**src/rtl/vbs_pkg.sv**
```systemverilog
package vbs_pkg;

    typedef enum logic [2:0] {
        BEAT_NONE   = 3'd0,
        BEAT_HEADER = 3'd1,
        BEAT_MACRO  = 3'd2,
        BEAT_LOGIC  = 3'd3,
        BEAT_CONN   = 3'd4,
        BEAT_RAW    = 3'd5,
        BEAT_END    = 3'd6
    } beat_kind_e;

    typedef enum logic [4:0] {
        ST_IDLE,
        ST_HDR_H,
        ST_HDR_CNT,
        ST_EMIT_HDR,
        ST_POS_X,
        ST_POS_Y,
        ST_EMIT_POS,
        ST_LOGIC,
        ST_EMIT_LOGIC,
        ST_MODE,
        ST_RAW,
        ST_EMIT_RAW,
        ST_RCNT,
        ST_EP_IN,
        ST_EP_OUT,
        ST_EMIT_CONN,
        ST_EMIT_END
    } dec_state_e;

endpackage

```
**src/rtl/vbs_bit_gather.sv**
```systemverilog
module vbs_bit_gather #(
    parameter int WORD_W = 284,
    parameter int LEN_W  = 9
) (
    input  logic              clk,
    input  logic              rst_n,
    input  logic              flush,
    input  logic              take,
    input  logic              bit_in,
    input  logic [LEN_W-1:0]  len,
    output logic [LEN_W-1:0]  count,
    output logic [WORD_W-1:0] word_next,
    output logic              field_done
);

    logic [WORD_W-1:0] shreg;

    assign word_next  = {shreg[WORD_W-2:0], bit_in};
    assign field_done = take && (count == len - LEN_W'(1));

    always_ff @(posedge clk or negedge rst_n) begin
        if (!rst_n) begin
            shreg <= '0;
            count <= '0;
        end else if (flush || field_done) begin
            shreg <= '0;
            count <= '0;
        end else if (take) begin
            shreg <= word_next;
            count <= count + LEN_W'(1);
        end
    end

    // a field never collects more bits than its declared width
    assert_field_bound_R1: assert property (@(posedge clk) disable iff (!rst_n)
        take |-> (count < len));

endmodule

```
**src/rtl/vbs_countdown.sv**
```systemverilog
module vbs_countdown #(
    parameter int W = 8
) (
    input  logic         clk,
    input  logic         rst_n,
    input  logic         load,
    input  logic [W-1:0] load_val,
    input  logic         dec,
    output logic [W-1:0] value
);

    always_ff @(posedge clk or negedge rst_n) begin
        if (!rst_n)
            value <= '0;
        else if (load)
            value <= load_val;
        else if (dec && value != '0)
            value <= value - W'(1);
    end

endmodule

```
**src/rtl/vbs_stream_decoder.sv**
```systemverilog
module vbs_stream_decoder
    import vbs_pkg::*;
#(
    parameter int CHAN_W    = 5,
    parameter int LOGIC_IO  = 7,
    parameter int MAX_DIM   = 16,
    parameter int LB_BITS   = 65,
    parameter int RAW_BITS  = 284,
    localparam int OUT_W    = (RAW_BITS > LB_BITS) ? RAW_BITS : LB_BITS
) (
    input  logic             clk,
    input  logic             rst_n,
    input  logic             in_valid,
    input  logic             in_bit,
    output logic             in_ready,
    input  logic             src_end,
    output logic             out_valid,
    input  logic             out_ready,
    output logic [2:0]       out_kind,
    output logic [OUT_W-1:0] out_data,
    output logic             done,
    output logic             err
);

    localparam int DIM_W = $clog2(MAX_DIM);
    localparam int CNT_W = $clog2(MAX_DIM * MAX_DIM);
    localparam int RC_W  = $clog2(2 * CHAN_W);
    localparam int EP_W  = $clog2(4 * CHAN_W + LOGIC_IO + 1);
    localparam int LEN_W = $clog2(OUT_W + 1);

    dec_state_e state, state_nx;

    logic [LEN_W-1:0] field_len;
    logic [LEN_W-1:0] gcount;
    logic [OUT_W-1:0] word_next;
    logic             collecting, take, fd, abort, hs, macro_end;
    logic [CNT_W-1:0] mac_val;
    logic [RC_W-1:0]  route_val;
    logic [RC_W-1:0]  rc_field;

    logic [DIM_W-1:0]    task_w, task_h, pos_x, pos_y;
    logic [EP_W-1:0]     ep_in, ep_out;
    logic [LB_BITS-1:0]  lb_word;
    logic [RAW_BITS-1:0] raw_word;
    logic                done_q, err_q;
    beat_kind_e          kind_c;

    // field width per collecting state
    always_comb begin
        collecting = 1'b1;
        field_len  = LEN_W'(1);
        unique case (state)
            ST_IDLE, ST_HDR_H, ST_POS_X, ST_POS_Y: field_len = LEN_W'(DIM_W);
            ST_HDR_CNT:                            field_len = LEN_W'(CNT_W);
            ST_LOGIC:                              field_len = LEN_W'(LB_BITS);
            ST_MODE:                               field_len = LEN_W'(1);
            ST_RAW:                                field_len = LEN_W'(RAW_BITS);
            ST_RCNT:                               field_len = LEN_W'(RC_W);
            ST_EP_IN, ST_EP_OUT:                   field_len = LEN_W'(EP_W);
            default:                               collecting = 1'b0;
        endcase
    end

    assign in_ready = collecting && !src_end;
    assign take     = in_valid && in_ready;
    assign abort    = src_end && !(state == ST_IDLE && gcount == '0)
                      && (state != ST_EMIT_END);
    assign hs       = out_valid && out_ready;
    assign rc_field = word_next[RC_W-1:0];

    vbs_bit_gather #(.WORD_W(OUT_W), .LEN_W(LEN_W)) u_gather (
        .clk        (clk),
        .rst_n      (rst_n),
        .flush      (abort),
        .take       (take),
        .bit_in     (in_bit),
        .len        (field_len),
        .count      (gcount),
        .word_next  (word_next),
        .field_done (fd)
    );

    assign macro_end = !abort && (
                          (state == ST_EMIT_RAW && hs)
                       || (state == ST_RCNT && fd && rc_field == '0)
                       || (state == ST_EMIT_CONN && hs && route_val == RC_W'(1)));

    vbs_countdown #(.W(CNT_W)) u_mac_left (
        .clk      (clk),
        .rst_n    (rst_n),
        .load     (state == ST_HDR_CNT && fd && !abort),
        .load_val (word_next[CNT_W-1:0]),
        .dec      (macro_end),
        .value    (mac_val)
    );

    vbs_countdown #(.W(RC_W)) u_route_left (
        .clk      (clk),
        .rst_n    (rst_n),
        .load     (state == ST_RCNT && fd && !abort),
        .load_val (rc_field),
        .dec      (state == ST_EMIT_CONN && hs && !abort),
        .value    (route_val)
    );

    // next-state logic
    always_comb begin
        state_nx = state;
        if (abort) begin
            state_nx = ST_IDLE;
        end else if (macro_end) begin
            state_nx = (mac_val == CNT_W'(1)) ? ST_EMIT_END : ST_POS_X;
        end else begin
            unique case (state)
                ST_IDLE:       if (fd) state_nx = ST_HDR_H;
                ST_HDR_H:      if (fd) state_nx = ST_HDR_CNT;
                ST_HDR_CNT:    if (fd) state_nx = ST_EMIT_HDR;
                ST_EMIT_HDR:   if (hs) state_nx = (mac_val == '0) ? ST_EMIT_END : ST_POS_X;
                ST_POS_X:      if (fd) state_nx = ST_POS_Y;
                ST_POS_Y:      if (fd) state_nx = ST_EMIT_POS;
                ST_EMIT_POS:   if (hs) state_nx = ST_LOGIC;
                ST_LOGIC:      if (fd) state_nx = ST_EMIT_LOGIC;
                ST_EMIT_LOGIC: if (hs) state_nx = ST_MODE;
                ST_MODE:       if (fd) state_nx = word_next[0] ? ST_RAW : ST_RCNT;
                ST_RAW:        if (fd) state_nx = ST_EMIT_RAW;
                ST_EMIT_RAW:   state_nx = ST_EMIT_RAW;
                ST_RCNT:       if (fd) state_nx = ST_EP_IN;
                ST_EP_IN:      if (fd) state_nx = ST_EP_OUT;
                ST_EP_OUT:     if (fd) state_nx = ST_EMIT_CONN;
                ST_EMIT_CONN:  if (hs) state_nx = ST_EP_IN;
                ST_EMIT_END:   if (hs) state_nx = ST_IDLE;
                default:       state_nx = ST_IDLE;
            endcase
        end
    end

    // state register
    always_ff @(posedge clk or negedge rst_n) begin
        if (!rst_n)
            state <= ST_IDLE;
        else
            state <= state_nx;
    end

    // field capture and pulse registers
    always_ff @(posedge clk or negedge rst_n) begin
        if (!rst_n) begin
            task_w   <= '0;
            task_h   <= '0;
            pos_x    <= '0;
            pos_y    <= '0;
            ep_in    <= '0;
            ep_out   <= '0;
            lb_word  <= '0;
            raw_word <= '0;
            done_q   <= 1'b0;
            err_q    <= 1'b0;
        end else begin
            done_q <= (state == ST_EMIT_END) && hs;
            err_q  <= abort;
            if (fd && !abort) begin
                unique case (state)
                    ST_IDLE:   task_w   <= word_next[DIM_W-1:0];
                    ST_HDR_H:  task_h   <= word_next[DIM_W-1:0];
                    ST_POS_X:  pos_x    <= word_next[DIM_W-1:0];
                    ST_POS_Y:  pos_y    <= word_next[DIM_W-1:0];
                    ST_LOGIC:  lb_word  <= word_next[LB_BITS-1:0];
                    ST_RAW:    raw_word <= word_next[RAW_BITS-1:0];
                    ST_EP_IN:  ep_in    <= word_next[EP_W-1:0];
                    ST_EP_OUT: ep_out   <= word_next[EP_W-1:0];
                    default: ;
                endcase
            end
        end
    end

    // outputs
    always_comb begin
        kind_c   = BEAT_NONE;
        out_data = '0;
        unique case (state)
            ST_EMIT_HDR: begin
                kind_c   = BEAT_HEADER;
                out_data = OUT_W'({task_w, task_h, mac_val});
            end
            ST_EMIT_POS: begin
                kind_c   = BEAT_MACRO;
                out_data = OUT_W'({pos_x, pos_y});
            end
            ST_EMIT_LOGIC: begin
                kind_c   = BEAT_LOGIC;
                out_data = OUT_W'(lb_word);
            end
            ST_EMIT_RAW: begin
                kind_c   = BEAT_RAW;
                out_data = OUT_W'(raw_word);
            end
            ST_EMIT_CONN: begin
                kind_c   = BEAT_CONN;
                out_data = OUT_W'({ep_in, ep_out});
            end
            ST_EMIT_END: kind_c = BEAT_END;
            default: ;
        endcase
    end

    assign out_valid = (kind_c != BEAT_NONE);
    assign out_kind  = kind_c;
    assign done      = done_q;
    assign err       = err_q;

    // a stalled beat is held unchanged
    assert_hold_R8: assert property (@(posedge clk) disable iff (!rst_n)
        (out_valid && !out_ready && !src_end) |=>
            (out_valid && $stable(out_kind) && $stable(out_data)));

    // no bit is taken while a beat is pending
    assert_no_overlap_R8: assert property (@(posedge clk) disable iff (!rst_n)
        !(in_ready && out_valid));

    // an early stream end raises err and returns to idle
    assert_abort_R9: assert property (@(posedge clk) disable iff (!rst_n)
        abort |=> (err && state == ST_IDLE));

    // err is a single-cycle pulse
    assert_err_pulse_R9: assert property (@(posedge clk) disable iff (!rst_n)
        err |=> !err);

    // done only follows an accepted end beat
    assert_done_R7: assert property (@(posedge clk) disable iff (!rst_n)
        done |-> $past(state == ST_EMIT_END && out_ready));

endmodule

```
**config.mk**
```make
export PLATFORM = sky130hd
export DESIGN_NAME = vbs_stream_decoder
export DESIGN_NICKNAME = d
export VERILOG_FILES = /design/src/rtl/vbs_pkg.sv /design/src/rtl/vbs_bit_gather.sv /design/src/rtl/vbs_countdown.sv /design/src/rtl/vbs_stream_decoder.sv
export SDC_FILE = /design/constraint.sdc
export NUM_CORES = 1
export LEC_CHECK = 0
export BUFFER_PORTS_ARGS = -buffer_cell sky130_fd_sc_hd__buf_4
export CAP_MARGIN = 20
export CORE_ASPECT_RATIO = 1.1
export CORE_UTILIZATION = 55
export CTS_CLUSTER_DIAMETER = 120
export CTS_CLUSTER_SIZE = 8
export DETAILED_ROUTE_END_ITERATION = 10
export PLACE_DENSITY_LB_ADDON = 0.08
export SYNTH_ARGS = -nofsm -noshare
export SYNTH_HDL_FRONTEND = slang
export SYNTH_SLANG_ARGS = --single-unit
```
**constraint.sdc**
```tcl
create_clock -name clk -period 9.9 [get_ports clk]
set_clock_uncertainty 0.2 [all_clocks]
set_input_delay 1.98 -clock clk [delete_from_list [all_inputs] [get_ports clk]]
set_output_delay 1.98 -clock clk [all_outputs]
set_load 0.03 [all_outputs]
```
==> results.json, run 1 <==
{
  "synth_top_area_cell": "dfrtp_1",
  "gr-usage-all-layers_pct": 26.1,
  "gp_congestion": 0.885,
  "grt_overflow_total": 0,
  "synth_seq_cells": 686,
  "p_comb_share_pct": 14.9,
  "critical_path_class": "in -> reg",
  "vias_per_cell": 5.83,
  "cp_max_fo": 68,
  "hold-worst-slack_ns": 0.272,
  "hold_viol_final": 0,
  "layout_common_cells": "dfrtp_1, nand2_1, buf_4, a21oi_1, mux2_1",
  "async_reset_ff_share_pct": 100,
  "ant_nets": 0,
  "totalWireLength_um": 70500,
  "cts_sinks": 686,
  "hold_buffers": 0,
  "p_clk_share_pct": 41.8,
  "yosysWarnings": 0,
  "die-height_um": 245,
  "p_sw_mw": 2.00,
  "postCtsResizedCells": 0,
  "placementRows": 88,
  "start_util_pct": 56.0,
  "required_ns": 10.19,
  "achievable-frequency_mhz": 156,
  "clkTransAtPathRegs_ns": 0.05,
  "cts_buffer_depth": 3,
  "grt_pass1_vias": 21300,
  "setup_viol": 0,
  "htreeDepth": 3,
  "ys.flop_type": "dfrtp_1",
  "io_buffers": 296,
  "clk_latency_ns": 0.61,
  "synth_area_leaders": "dfrtp_1, mux2_1, nand2_1, a21oi_1, and3_1",
  "slew-limit-headroom_pct": 19.5,
  "status": "finished clean",
  "cp-start-kind": "input port",
  "rsz0062_at_grt": "false",
  "cts_buffers": 95,
  "syn-cell-area_um2": 29500,
  "root_buffer": "clkbuf_16",
  "synth_edf_count": 0,
  "synth-seq-area-share_pct": 58.1,
  "drive_above_1_share_pct": 19.5,
  "drc": 0,
  "internal_power_mw": 4.76,
  "fp.dieW_um": 223,
  "antenna_cells": 0,
  "syn_area_per_cell_um2": 11.0,
  "grt_pass1_wl_um": 115000,
  "setup_tns_ns": 0,
  "vias": 20800,
  "core_um2": 52700,
  "power.density_nw_per_um2": 196,
  "netlist_instances": 2680,
  "end_kind": "flop",
  "grt_antenna_before_repair": 0,
  "dpl.hpwl_um": 39700,
  "ir_drop_uv": 110,
  "grt_max_degree": 224,
  "synth_top_area_share_pct": 58.1,
  "first_pass_iters": 8,
  "area_growth_pct": 16.6,
  "post_drt_wl_per_cell_um": 19.8,
  "drv_cap": 0,
  "die-area_um2": 54700,
  "finalCritPeriodShare_pct": 64.6,
  "arrival_ns": 6.68,
  "switching_share_pct": 29.6,
  "tightest_slew_ns": 1.21,
  "slew_viol_final": 0,
  "syn-num-nets": 2694,
  "hold_class": "reg -> reg",
  "power_frac_seq_pct": 43.3,
  "cts_tree": "yes",
  "period_needed_ns": 6.40,
  "mostFrequentLayoutCell": "dfrtp_1",
  "cts_setup_buffers": 0,
  "drt-initial-drc-count": 1372,
  "cellLeakagePower_nw": 17.6,
  "nNetsFinal": 2894,
  "synth.distinct_cells": 56,
  "io_pins": 297
}
[cell families after synthesis]
logic type	count (synthesis)	share of synthesized area (%)
buf+inv	234	3.58
compound gates	411	8.18
simple gates	935	14.5
mux	385	14.7
fa+ha+maj	8	0.339
flops	686	58.1
xor+xnor	21	0.622
[routing by layer]
layer	GRT usage, %	wire [µm]	up-vias
li1	-	-	9549
met1	35.6	30700	10600
met2	41.7	34000	512
met3	5.06	3880	108
met4	9.57	1870	0
met5	0	0	-
[layout make-up]
type	count	area (µm²)
Clock buffer	98	2440
Inverter	14	52.6
Clock inverter	3	41.3
Tap cell	675	845
Sequential cell	686	17200
Multi-Input combinational cell	1760	11400
Timing Repair Buffer	323	2520
Fill cell	4122	18300
[power groups by stage]
stage	Sequential [mW]	Clock [mW]	Combinational, mW
finish	2.93	2.82	1.01
detailed placement	2.97	0	1.01
floorplan	2.91	0	0.745
CTS	2.92	2.89	1.01
global placement	2.97	0	0.989
global route	2.93	3.00	1.10
[path summary, 6_finish.rpt]
path | start | endpoint | slack [ns] | cells past startpoint
setup / recovery | src_end | raw_word[120] | 3.50 | 8
hold / removal | raw_word[104] | raw_word[104] | 0.27 | 1
setup reg to reg | state[3] | raw_word[120] | 4.05 | 13
hold reg to reg | raw_word[104] | raw_word[104] | 0.27 | 1
max in group asynchronous | rst_n | u_gather.shreg[119] | 6.22 | 3
min in group asynchronous | rst_n | pos_x[3] | 1.23 | 1
[registers in the layout, summed over array words and instances (netlist names)]
register            cells
u_route_left.value      4
state                   5
task_h                  4
ep_in                   5
done                    1
pos_x                   4
u_gather.shreg        283
lb_word                65
ep_out                  5
pos_y                   4
u_gather.count          9
task_w                  4
raw_word              284
err                     1
u_mac_left.value        8
[synth_stat cells (5+ instances only)]
library cell and instances:
and3_1 223, nor3_1 7, a22o_1 49, a22oi_1 19
o2111ai_1 5, buf_4 34, a21oi_1 301, nor4_1 7
a222oi_1 8, nand4_1 9, clkbuf_1 140, nand2_1 607
mux2_1 260, ha_1 8, nor2_1 36, xor2_1 14
inv_1 14, nand3_1 5, xnor2_1 7, o21ai_0 8
buf_2 42, mux2_2 121, nor2b_1 6, dfrtp_1 686
nand2b_1 8
[critical path: stages]
cell and delay, ns:
buf_4 0.12, nor3b_1 0.63, nand3_4 0.74, or4_4 0.92, nor3_4 0.21, buf_4 0.80, buf_4 0.78, mux2_1 0.39
[stage by stage]
| step | util (%) | cell area (µm²) | setup slack [ns] | power, mW | std cells |
|---|---|---|---|---|---|
| 2_1_floorplan | - | 29500 | 5.33 | 3.66 | 2680 |
| 3_3_place_gp | 60.5 | 31900 | 2.85 | 3.95 | 3454 |
| 3_5_place_dp | 60.5 | 31900 | 2.80 | 3.98 | 3455 |
| 4_1_cts | 65.2 | 34400 | 3.47 | 6.82 | 3556 |
| 5_1_grt | 65.3 | 34400 | 3.18 | 7.04 | 3559 |
| 6_report | 65.3 | 34400 | 3.50 | 6.76 | 3559 |
(Power assumes the default switching activity.)
==> inputs of run 2 (changes only) <==
--- a/config.mk
+++ b/config.mk
@@ -8,7 +8,7 @@
 export BUFFER_PORTS_ARGS = -buffer_cell sky130_fd_sc_hd__buf_4
 export CAP_MARGIN = 20
 export CORE_ASPECT_RATIO = 1.1
-export CORE_UTILIZATION = 55
+export CORE_UTILIZATION = 53
 export CTS_CLUSTER_DIAMETER = 120
 export CTS_CLUSTER_SIZE = 8
 export DETAILED_ROUTE_END_ITERATION = 10
==> constraint.sdc (replaced) <==
create_clock -name clk -period 5.8 [get_ports clk]
set_clock_uncertainty 0.2 [all_clocks]
set_input_delay 1.16 -clock clk [delete_from_list [all_inputs] [get_ports clk]]
set_output_delay 1.16 -clock clk [all_outputs]
set_load 0.03 [all_outputs]
==> run 2 against run 1 <==
  * Count of clock-buffer cells in the layout stayed put
  * Wire length rose by 2.2%
  * Power rose by 72%
  * Flip-flop and latch count did not move
  * Register-to-register slack worse by 3.0 ns
  * Critical path type is now reg -> out
  * Critical endpoint is now out_data[2]
  * Largest cell class unchanged
  * Highest routed layer unchanged
==> results.json, run 2 (same netlist as run 1, synthesis figures left out) <==
{
  "cp_max_fo": 21,
  "multiInputGateArea_um2": 11400,
  "antenna_cells": 0,
  "totalWireLength_um": 72000,
  "top_layer": "met4",
  "drc": 0,
  "ant_nets": 0,
  "pre_cts_ws_ns": 1.19,
  "postCtsResizedCells": 0,
  "place_area_um2": 32200,
  "critPathMaxStageDelay_ns": 0.86,
  "achievable-frequency_mhz": 207,
  "die-height_um": 250,
  "fin_ws_ns": 0.966,
  "hold_viol_final": 0,
  "utilization_pct": 63.1,
  "cts_setup_buffers": 0,
  "grt_overflow_total": 0,
  "hold_class": "reg -> reg",
  "status": "finished clean",
  "cts_tree": "yes",
  "core_um2": 55000,
  "whs_path_depth": 1,
  "cts_sinks": 686,
  "clk_latency_ns": 0.63,
  "drt-initial-drc-count": 1570,
  "root_buffer": "clkbuf_16",
  "seqCellArea_um2": 17200,
  "fin_area_um2": 34700,
  "grt_pass1_vias": 21400,
  "gr-usage-all-layers_pct": 25.8,
  "grt_pass1_wl_um": 117000,
  "drive_above_1_share_pct": 19.6,
  "drv_cap": 0,
  "fill_cells": 4378,
  "setup_tns_ns": 0,
  "nNetsFinal": 2896,
  "hold_buffers": 0,
  "required_ns": 4.44,
  "wl_met1_um": 30600,
  "grt_antenna_before_repair": 0,
  "io_pins": 297,
  "layout_common_cells": "dfrtp_1, nand2_1, buf_4, a21oi_1, mux2_1",
  "tightest_slew_ns": 1.14,
  "area_growth_pct": 17.4,
  "critical_path_class": "reg -> out",
  "critPathTopFamily": "simple AND/OR/NAND/NOR gates",
  "rsz0062_at_grt": "false",
  "setup_viol": 0,
  "slew_viol_final": 0,
  "io_buffers": 296,
  "worstPathCellList": "nor3_1 -> and2_1 -> a22oi_1 -> nand2_1 -> buf_4",
  "hold-worst-slack_ns": 0.273,
  "power.density_nw_per_um2": 335,
  "clkTransAtPathRegs_ns": 0.05,
  "critPathBufInv": 1,
  "gp_congestion": 0.901,
  "largest_reg_flops": 284,
  "start_util_pct": 53.8,
  "mostFrequentLayoutCell": "dfrtp_1",
  "r2r_cells": 12,
  "cts_buffers": 95,
  "die-area_um2": 56700,
  "post_drt_wl_per_cell_um": 19.9,
  "ir_drop_uv": 374,
  "dpl.hpwl_um": 41000,
  "grt_max_degree": 222,
  "regMostFlops": "raw_word",
  "htreeDepth": 3,
  "first_pass_iters": 5,
  "cellLeakagePower_nw": 17.7,
  "period_needed_ns": 4.83,
  "fp.dieW_um": 227,
  "met2_length_um": 34500,
  "end_kind": "output port",
  "worst_path_max_delay_cell": "and2_1",
  "cp-start-kind": "flop",
  "finalCritPeriodShare_pct": 83.3,
  "vias_per_cell": 5.74,
  "placementRows": 90,
  "critical_path_cell_count": 5,
  "reg_top3": "raw_word (284), u_gather.shreg (283), lb_word (65)",
  "cts_buffer_depth": 3,
  "vias": 20800,
  "slew-limit-headroom_pct": 23.4,
  "arrival_ns": 3.47,
  "met3_length_um": 5000
}
## run 2: cell count changes in the layout (fill, tap and decap cells not counted), sizes merged
cell    delta
clkinv     -2
buf        +2
inv        +2
## run 2: worst reg2reg max path: cells and delay by family, from the launching register on
kind	cells	cell delay, ns
simple gates	5	1.57
flops	1	0.82
mux	1	0.56
buf+inv	1	0.51
xor+xnor	2	0.42
compound gates	2	0.29
fa+ha+maj	1	0.22
## run 2: path summary, 6_finish.rpt
kind / startpoint / slack [ns] / endpoint
max reg2reg: state[1] / 1.09 / raw_word[76]
min reg2reg: raw_word[82] / 0.27 / raw_word[82]
min in group asynchronous: rst_n / 0.34 / lb_word[10]
max in group asynchronous: rst_n / 3.69 / u_gather.shreg[163]
max: state[2] / 0.97 / out_data[2]
min: raw_word[82] / 0.27 / raw_word[82]
## run 2: layer usage
metal  vias up  global-route usage [%]
li1       9544                       -
met1     10600                    34.5
met2       502                    40.4
met3       112                    7.06
met4         0                    9.05
met5         -                       0
## run 2: per-stage QoR
stage	std cells	power, mW
finish	3622	11.6
global route	3622	12.1
CTS	3621	11.7
detailed placement	3520	6.84
global placement	3520	6.81
floorplan	2680	6.24
## run 2: final cells by class
type	count	area share (%)
Clock buffer	98	7.04
Clock inverter	3	0.108
Inverter	14	0.152
Multi-Input combinational cell	1760	32.8
Sequential cell	686	49.5
Tap cell	736	2.66
Timing Repair Buffer	325	7.74
## run 2: power breakdown
| part | internal (mW) | leakage [nW] | switching [mW] |
|---|---|---|---|
| sequential | 4.85 | 9.57 | 0.140 |
| clock | 2.92 | 1.22 | 1.90 |
| combinational | 0.402 | 6.87 | 1.39 |
